## src/rtl/segstream_fill_check.sv

```systemverilog
module segstream_fill_check #(
    parameter int NUM_SEG = 12,
    parameter int MAX_SOP = 3,
    parameter int IDX_W   = 4
) (
    input  logic               clk,
    input  logic               rst_n,
    input  logic               valid,
    input  logic [NUM_SEG-1:0] ena,
    input  logic [NUM_SEG-1:0] sop,
    input  logic [NUM_SEG-1:0] eop,
    output logic               lead_hit,
    output logic [IDX_W-1:0]   lead_idx,
    output logic               gap_hit,
    output logic [IDX_W-1:0]   gap_idx,
    output logic               post_hit,
    output logic [IDX_W-1:0]   post_idx,
    output logic               many_hit,
    output logic [IDX_W-1:0]   many_idx
);
    logic [NUM_SEG-1:0] act;
    logic               hole_found, eop_before, prev_eop, late_hit;
    int                 hole_at, sop_cnt;
    logic [IDX_W-1:0]   late_idx;

    always_comb begin
        act        = valid ? ena : '0;
        lead_hit   = 1'b0;
        lead_idx   = '0;
        hole_found = 1'b0;
        hole_at    = 0;
        eop_before = 1'b0;
        prev_eop   = 1'b0;
        late_hit   = 1'b0;
        late_idx   = '0;
        many_hit   = 1'b0;
        many_idx   = '0;
        sop_cnt    = 0;

        // lead rule: data present while segment 0 is off
        if (!act[0]) begin
            for (int i = NUM_SEG - 1; i >= 1; i--) begin
                if (act[i]) begin
                    lead_hit = 1'b1;
                    lead_idx = IDX_W'(i);
                end
            end
        end

        // first hole and the eop state of the segment just before it
        for (int i = 0; i < NUM_SEG; i++) begin
            if (i > 0 && act[0] && !act[i] && !hole_found) begin
                hole_found = 1'b1;
                hole_at    = i;
                eop_before = prev_eop;
            end
            prev_eop = eop[i];
        end

        // any segment active above the hole
        for (int i = NUM_SEG - 1; i >= 1; i--) begin
            if (hole_found && i > hole_at && act[i]) begin
                late_hit = 1'b1;
                late_idx = IDX_W'(i);
            end
        end

        // start count
        for (int i = 0; i < NUM_SEG; i++) begin
            if (act[i] && sop[i]) begin
                if (sop_cnt == MAX_SOP && !many_hit) begin
                    many_hit = 1'b1;
                    many_idx = IDX_W'(i);
                end
                sop_cnt++;
            end
        end
    end

    assign gap_hit  = late_hit && !eop_before;
    assign post_hit = late_hit && eop_before;
    assign gap_idx  = late_idx;
    assign post_idx = late_idx;

    a_r6_idle_quiet: assert property (@(posedge clk) disable iff (!rst_n)
        !valid |-> !(lead_hit || gap_hit || post_hit || many_hit));
    a_r2_gap_idx_enabled: assert property (@(posedge clk) disable iff (!rst_n)
        gap_hit |-> ena[gap_idx] && ena[0]);
    a_r1_lead_seg0_off: assert property (@(posedge clk) disable iff (!rst_n)
        lead_hit |-> !ena[0] && ena[lead_idx]);
endmodule

```

## config.mk

```make
export PLATFORM = sky130hd
export DESIGN_NAME = segstream_fill_check
export DESIGN_NICKNAME = d
export VERILOG_FILES = /design/src/rtl/segstream_fill_check.sv
export SDC_FILE = /design/constraint.sdc
export NUM_CORES = 1
export LEC_CHECK = 0
export ABC_AREA = 1
export CAP_MARGIN = 20
export CORE_AREA = 2 2 91 102
export DETAILED_ROUTE_END_ITERATION = 12
export DIE_AREA = 0 0 93 104
export PLACE_DENSITY = 0.52
export SYNTH_ARGS = -nofsm -noshare
export SYNTH_HDL_FRONTEND = slang
export SYNTH_SLANG_ARGS = --single-unit
export TNS_END_PERCENT = 100
```

## constraint.sdc

```tcl
create_clock -name vclk -period 17.93
set_input_delay 5.379 -clock vclk [all_inputs]
set_output_delay 5.379 -clock vclk [all_outputs]
set_load 0.01 [all_outputs]
```

# [Word level (Yosys, flattened, before mapping)]
# Cells that the tools add are included.
[totals] ff_bits=0 inputBits=39 output_inout_bits=20 word_cells=266
[op_classes] addsub=10 n_lt_le_gt_ge=11 eq_ne=11 mux=135 reduce_logical=99
[op_table] operator="$mux 32" n=20
[op_table] operator="$eq 32x3->1 const B" n=11
[op_table] operator="$add 32x2->32 const B" n=10
[op_table] operator="$mux 4" n=43
[op_table] operator="$gt 4x32->1 const A" n=4
[op_table] operator="$gt 5x32->1 const A" n=4
[op_table] operator="$mux 1" n=71
[op_table] operator="$logic_and 1x1->1" n=67
[op_table] operator="$gt 3x32->1 const A" n=2
[op_table] operator="$gt 2x32->1 const A" n=1
[op_table] operator="$logic_not 1->1" n=32
[op_table] operator="$mux 12" n=1

# [Longest topological paths before layout]
# Gate-level depths: netlist of the first run.
[logic_depth] ltp_word=49 ltp_mapped=42 mapped_depth_nobuf=40

# [Worst setup path after synthesis of the first run]
# No wires, ideal clock.
[synth_timing] kind="input to output" start="in valid" end="out many_idx[1]" t_arrival_ps=10884 required_time_ps=12551 setup_slack_ps=1667 cell_stages=42 n_path_buf=2 cell_sequence="buf_4 -> nand2_1 -> inv_2 -> clkbuf_1 -> nand2_1 -> inv_1 -> ha_1 -> inv_1 -> nand4_1 -> nand2_1 -> ha_1 -> nand2_1 -> nand2_1 -> ha_1 -> nand2_1 -> nand2_1 -> ha_1 -> nand2_1 -> [... 6 more ...] -> nand2_1 -> nand2_1 -> ha_1 -> nand2_1 -> nand2_1 -> ha_1 -> nand2_1 -> o21ai_0 -> ha_1 -> nand2_1 -> inv_1 -> nand2_1 -> nand3_1 -> nor2_1 -> nand3_1 -> a21oi_2 -> nand3_2 -> nand3_1"
[synth_between] elab_chain_cells=46 word_cells_on_any_way=105 classes_between="add/sub (10); eq/ne (11); mux (52); reduce/logical (32)"
[synth_lines] item="start: declaration" line_no="8" rtl="input logic valid,"
[synth_lines] item="$mux 12 *" line_no="27" rtl="act = valid ? ena : '0;"
[synth_lines] item="branches (longest 44 deep; another with $add 32x2->32)"
[synth_lines] item="$mux 4 *" line_no="70" rtl="if (act[i] && sop[i]) begin"
[synth_lines] item="end: declaration" line_no="19" rtl="output logic [IDX_W-1:0] many_idx"
# Every way passes the cells marked *.

# [Worst setup path after layout of the first run]
[layout_timing] start="in ena[1]" end="out many_idx[3]"
[layout_between] elab_chain_cells=43 word_cells_on_any_way=88 classes_between="add/sub (9); eq/ne (10); mux (48); reduce/logical (21)"
[layout_lines] item="start: declaration" line_no="9" rtl="input logic [NUM_SEG-1:0] ena,"
[layout_lines] item="$mux 12 *" line_no="27"
[layout_lines] item="$logic_and 1x1->1 *" line_no="70"
[layout_lines] item="branches (longest 40 deep; another with $add 32x2->32)"
[layout_lines] item="$mux 4 *" line_no="70"
# Marked as above.

==> results of run 1 <==
-- where the power goes --
group	switching [mW]	internal, mW	total [mW]	leakage [nW]
sequential	0	0	0	0
combinational	0.0372	0.0313	0.0684	1.52
clock	0	0	0	0
total	0.0372	0.0313	0.0684	1.52
-- cell type report --
type               instances  area, um2
well taps                114        143
inverters                 83        312
fillers                 1009       5880
repair buffers            59        583
multi-input cells        314       1740
-- layer usage --
layer / GRT usage / vias to the layer above / wire length, um
li1: - / 1381 / -
met1: 0.146 / 1044 / 2510
met2: 0.213 / 52 / 2600
met3: 0.0123 / 4 / 254
met4: 0.0116 / 0 / 32
met5: 0 / - / 0
-- path summary, 6_finish.rpt --
check / to / start
worst min-delay path: lead_idx[0] / valid
worst max-delay path: many_idx[3] / ena[1]
-- critical path: cells and delay by family --
kind	cells	cell delay, ns
AOI/OAI and AO/OA	2	0.32
adders and majority gates	9	2.52
buffers and inverters	7	1.32
and+or+nand+nor	24	2.26
-- Yosys cell counts --
cell,n,share of area
o21ai_0,9,0.021
nand3b_1,2,0.0072
o21ai_1,3,0.0072
nand3_2,15,0.072
o211ai_1,1,0.0036
nor2_2,1,0.0030
nand3_4,1,0.0084
xnor2_1,1,0.0042
nand4_1,15,0.045
and2_1,1,0.0030
nor3b_1,2,0.0072
nand3_1,24,0.057
nand2_2,21,0.063
clkbuf_1,1,0.0018
nor4_1,2,0.0060
a21oi_2,2,0.0084
nor2b_1,1,0.0030
o41ai_1,1,0.0042
or2_1,1,0.0030
nand2_1,121,0.22
nor2_4,3,0.016
inv_2,12,0.021
a41oi_1,1,0.0042
clkinv_1,1,0.0018
a21oi_1,12,0.029
a31oi_1,2,0.0060
o21ai_4,1,0.0078
a21boi_0,1,0.0036
nand2_4,9,0.048
nor2_1,36,0.064
or2_2,1,0.0030
nor3_1,9,0.021
or2_0,1,0.0030
buf_4,6,0.021
ha_1,12,0.072
inv_1,70,0.13
o31ai_1,2,0.0072
-- kinds of logic (layout without fill, tap and decap cells) --
logic type / after synthesis / after routing / synth area share
AOI/OAI and AO/OA: 35 / 35 / 0.102
xor gates and xnor gates: 1 / 1 / 0.00418
adders and majority gates: 12 / 12 / 0.0716
buffers and inverters: 90 / 142 / 0.172
and+or+nand+nor: 266 / 266 / 0.650
-- per-stage QoR --
stage	hold slack, ns	total power [mW]
4_1_cts	11.88	0.0696
2_1_floorplan	10.93	0.0428
3_3_place_gp	11.88	0.0680
5_1_grt	11.94	0.0775
3_5_place_dp	11.88	0.0691
6_report	11.86	0.0684
==> run metrics, run 1 <==
Die Ht=104 um; Syn Nets=455; commonest non-fill, non-tap cell in the layout=nand2_1; final hold violation count=0; number of global-route vias before repair=2488; first drt pass iteration count=4; Final ANT Viol Nets=0; Post-DP HPWL=4.90 mm; Port Buffers=56; CP max FO=4; synthesized area per cell=5.19 um2; WHS Path Cells=4; Area Overhead vs Synth=32.3%; Worst Path Required=12.55 ns; post-synthesis cell area=2100 um2; drt via density=4.35; initial antenna violation count=0; die width=93 um; Critical Path Most Common Cell=nand2_1; io pins=59; Iter 0 DRT Violations=75; Lkg Pwr=1.52 nW; setup TNS=0 ns; Slew Limit Fails=0; NumNets Final=509; number of distinct library cells after synthesis=37; fraction of layout cells with a size suffix above 1=0.151; Gate Count Post-Synth=404; via count=2481; first-pass GRT wire length=9.85 mm; Slew HR=0.701; Placed Cells=570; sequential fraction of the synthesis area=0; Place WS=0.675 ns; outcome=finished, final reports clean; achievable frequency=58.1 MHz; clkbuf count=0; hold buffer count at cts=0; initial core utilization=0.242; core area=8650 um2; RSZ-0062 raised after global routing=no; leading cell types in the layout, fill and taps excluded=nand2_1, inv_1, clkdlybuf4s50_1; power density cells=24.7 nW/um2; Post-Route WL=5.40 mm; Max Cap Viol=0; cts repair resizes=0; Crit. End Element=output pin; Critical-path top delay cell=clkdlybuf4s50_1; Tot GR Track Use=0.115; critical path type=input pin to output pin; share of the core filled with cells=0.321; Storage cell area=0 um2; fin crit share=0.960; area of the die=9670 um2; FFs & Latches=0; drt drc=0; CP startpoint kind=input pin; n_diodes=0; Hold Crit Class=input pin to output pin; Slowest Stage Delay on Critical Path=0.54 ns; Final Setup Violations=0; Arrival @ worst endpoint=11.83 ns; dpl cell area=2770 um2; gpl congestion=0.865; worst vdd ir=0.0000145 V; postcts setup bufs=0; Final Instance Count excl. Fillers=570; # rows=36; Overflow after GRT=0; Worst-Margin Slew=0.445 ns; pin count of the biggest net entering global routing=17; min cycle time layout=17.21 ns; fin area=2770 um2; wire per inst=9.48 um; PnR worst setup slack=0.718 ns; Yosys warnings=0
No activity file was read; power rests on OpenSTA's default activity.
==> inputs of run 2 (changes only) <==
--- a/config.mk
+++ b/config.mk
@@ -14,4 +14,4 @@
 export SYNTH_ARGS = -nofsm -noshare
 export SYNTH_HDL_FRONTEND = slang
 export SYNTH_SLANG_ARGS = --single-unit
-export TNS_END_PERCENT = 100
+export TNS_END_PERCENT = 5
==> results of run 2 <==
Final layout, timing and power as in run 1 (identical DEF).
==> inputs of run 3 (changes only) <==
--- a/config.mk
+++ b/config.mk
@@ -10,7 +10,7 @@
 export CORE_AREA = 2 2 91 102
 export DETAILED_ROUTE_END_ITERATION = 12
 export DIE_AREA = 0 0 93 104
-export PLACE_DENSITY = 0.52
+export PLACE_DENSITY_LB_ADDON = 0.1
 export SYNTH_ARGS = -nofsm -noshare
 export SYNTH_HDL_FRONTEND = slang
 export SYNTH_SLANG_ARGS = --single-unit
==> run metrics, run 3 (same netlist as run 1, synthesis figures left out) <==
# rows=36; Hold Slack=11.88 ns; RSZ-0062 raised after global routing=no; Lkg Pwr=1.52 nW; fraction of layout cells with a size suffix above 1=0.151; critical path type=input pin to output pin; Iter 0 DRT Violations=76; CP startpoint kind=input pin; gpl congestion=0.796; core area=8650 um2; leading cell types in the layout, fill and taps excluded=nand2_1, inv_1, clkdlybuf4s50_1; initial core utilization=0.242; worst vdd ir=0.0000147 V; Arrival @ worst endpoint=11.88 ns; NumNets Final=509; achievable frequency=58.0 MHz; Post-Route WL=5.68 mm; Slew Limit Fails=0; top layer in use=met3; die width=93 um; cts repair resizes=0; first-pass GRT wire length=9.91 mm; Final Setup Violations=0; Crit. End Element=output pin; min cycle time layout=17.25 ns; clkbuf count=0; Hold Crit Class=input pin to output pin; sw frac=0.544; pin count of the biggest net entering global routing=17; Max Cap Viol=0; met3 wire length=286 um; Storage cell area=0 um2; io pins=59; number of global-route vias before repair=2389; Final ANT Viol Nets=0; Worst Path Required=12.55 ns; WL met2=2.76 mm; n_diodes=0; Slowest Stage Delay on Critical Path=0.53 ns; overall power=0.0684 mW; postcts setup bufs=0; Post-DP HPWL=5.17 mm; Flop pwr share=0; Comb power frac=1.000; Slew HR=0.696; drt drc=0; Critical Path Most Common Cell=nand2_1; Sw Pwr=0.0372 mW; fin crit share=0.962; Area Overhead vs Synth=32.3%; hold buffer count at cts=0; Overflow after GRT=0; Worst-Margin Slew=0.452 ns; WL met1=2.64 mm; Critical-path top delay cell=clkdlybuf4s50_1; clock network power share=0; first drt pass iteration count=4; Port Buffers=56; commonest non-fill, non-tap cell in the layout=nand2_1; final hold violation count=0; outcome=finished, final reports clean; FFs & Latches=0; internal power=0.0312 mW; Tot GR Track Use=0.118; Die Ht=104 um; power density cells=24.7 nW/um2; area of the die=9670 um2; setup TNS=0 ns; drt via density=4.35; wire per inst=9.96 um; CP max FO=4; initial antenna violation count=0; via count=2479; Fill cells=1018
## run 3: cell counts in the layout (fill, tap and decap cells not counted)
Identical to the previous run, type by type.
## run 3: metal layers
layer	vias up	GRT usage
met5	-	0
met3	0	0.0152
met4	0	0.00105
met2	50	0.225
met1	1046	0.148
li1	1383	-
## run 3: power groups by stage
stage               Clock, mW  Sequential [mW]  Combinational [mW]
detailed placement          0                0              0.0691
floorplan                   0                0              0.0428
finish                      0                0              0.0684
CTS                         0                0              0.0696
global placement            0                0              0.0687
global route                0                0              0.0774
## run 3: path summary, 6_finish.rpt
check,startpoint,to,slack [ns],depth (start not counted)
setup / recovery,ena[1],many_idx[3],0.68,42
hold / removal,valid,lead_idx[0],11.88,4
## run 3: metrics by stage
step                      instances  utilization  area (um2)  setup WS (ns)
after global placement          570        0.321        2770          0.708
after global routing            570        0.321        2770          0.209
after floorplan                 404            -        2100           1.67
after detailed placement        570        0.321        2770          0.649
after CTS                       570        0.321        2770          0.623
final                           570        0.321        2770          0.676
## run 3: final cells by class
| type | count | area [um2] | share of cell area |
|---|---|---|---|
| inverters | 83 | 312 | 0.112 |
| well taps | 114 | 143 | 0.0514 |
| multi-input cells | 314 | 1740 | 0.626 |
| repair buffers | 59 | 583 | 0.210 |
## run 3: worst max-delay path: cells and delay by family
kind | cells | cell delay (ns)
adders and majority gates | 9 | 2.54
and+or+nand+nor | 24 | 2.29
buffers and inverters | 7 | 1.32
AOI/OAI and AO/OA | 2 | 0.32
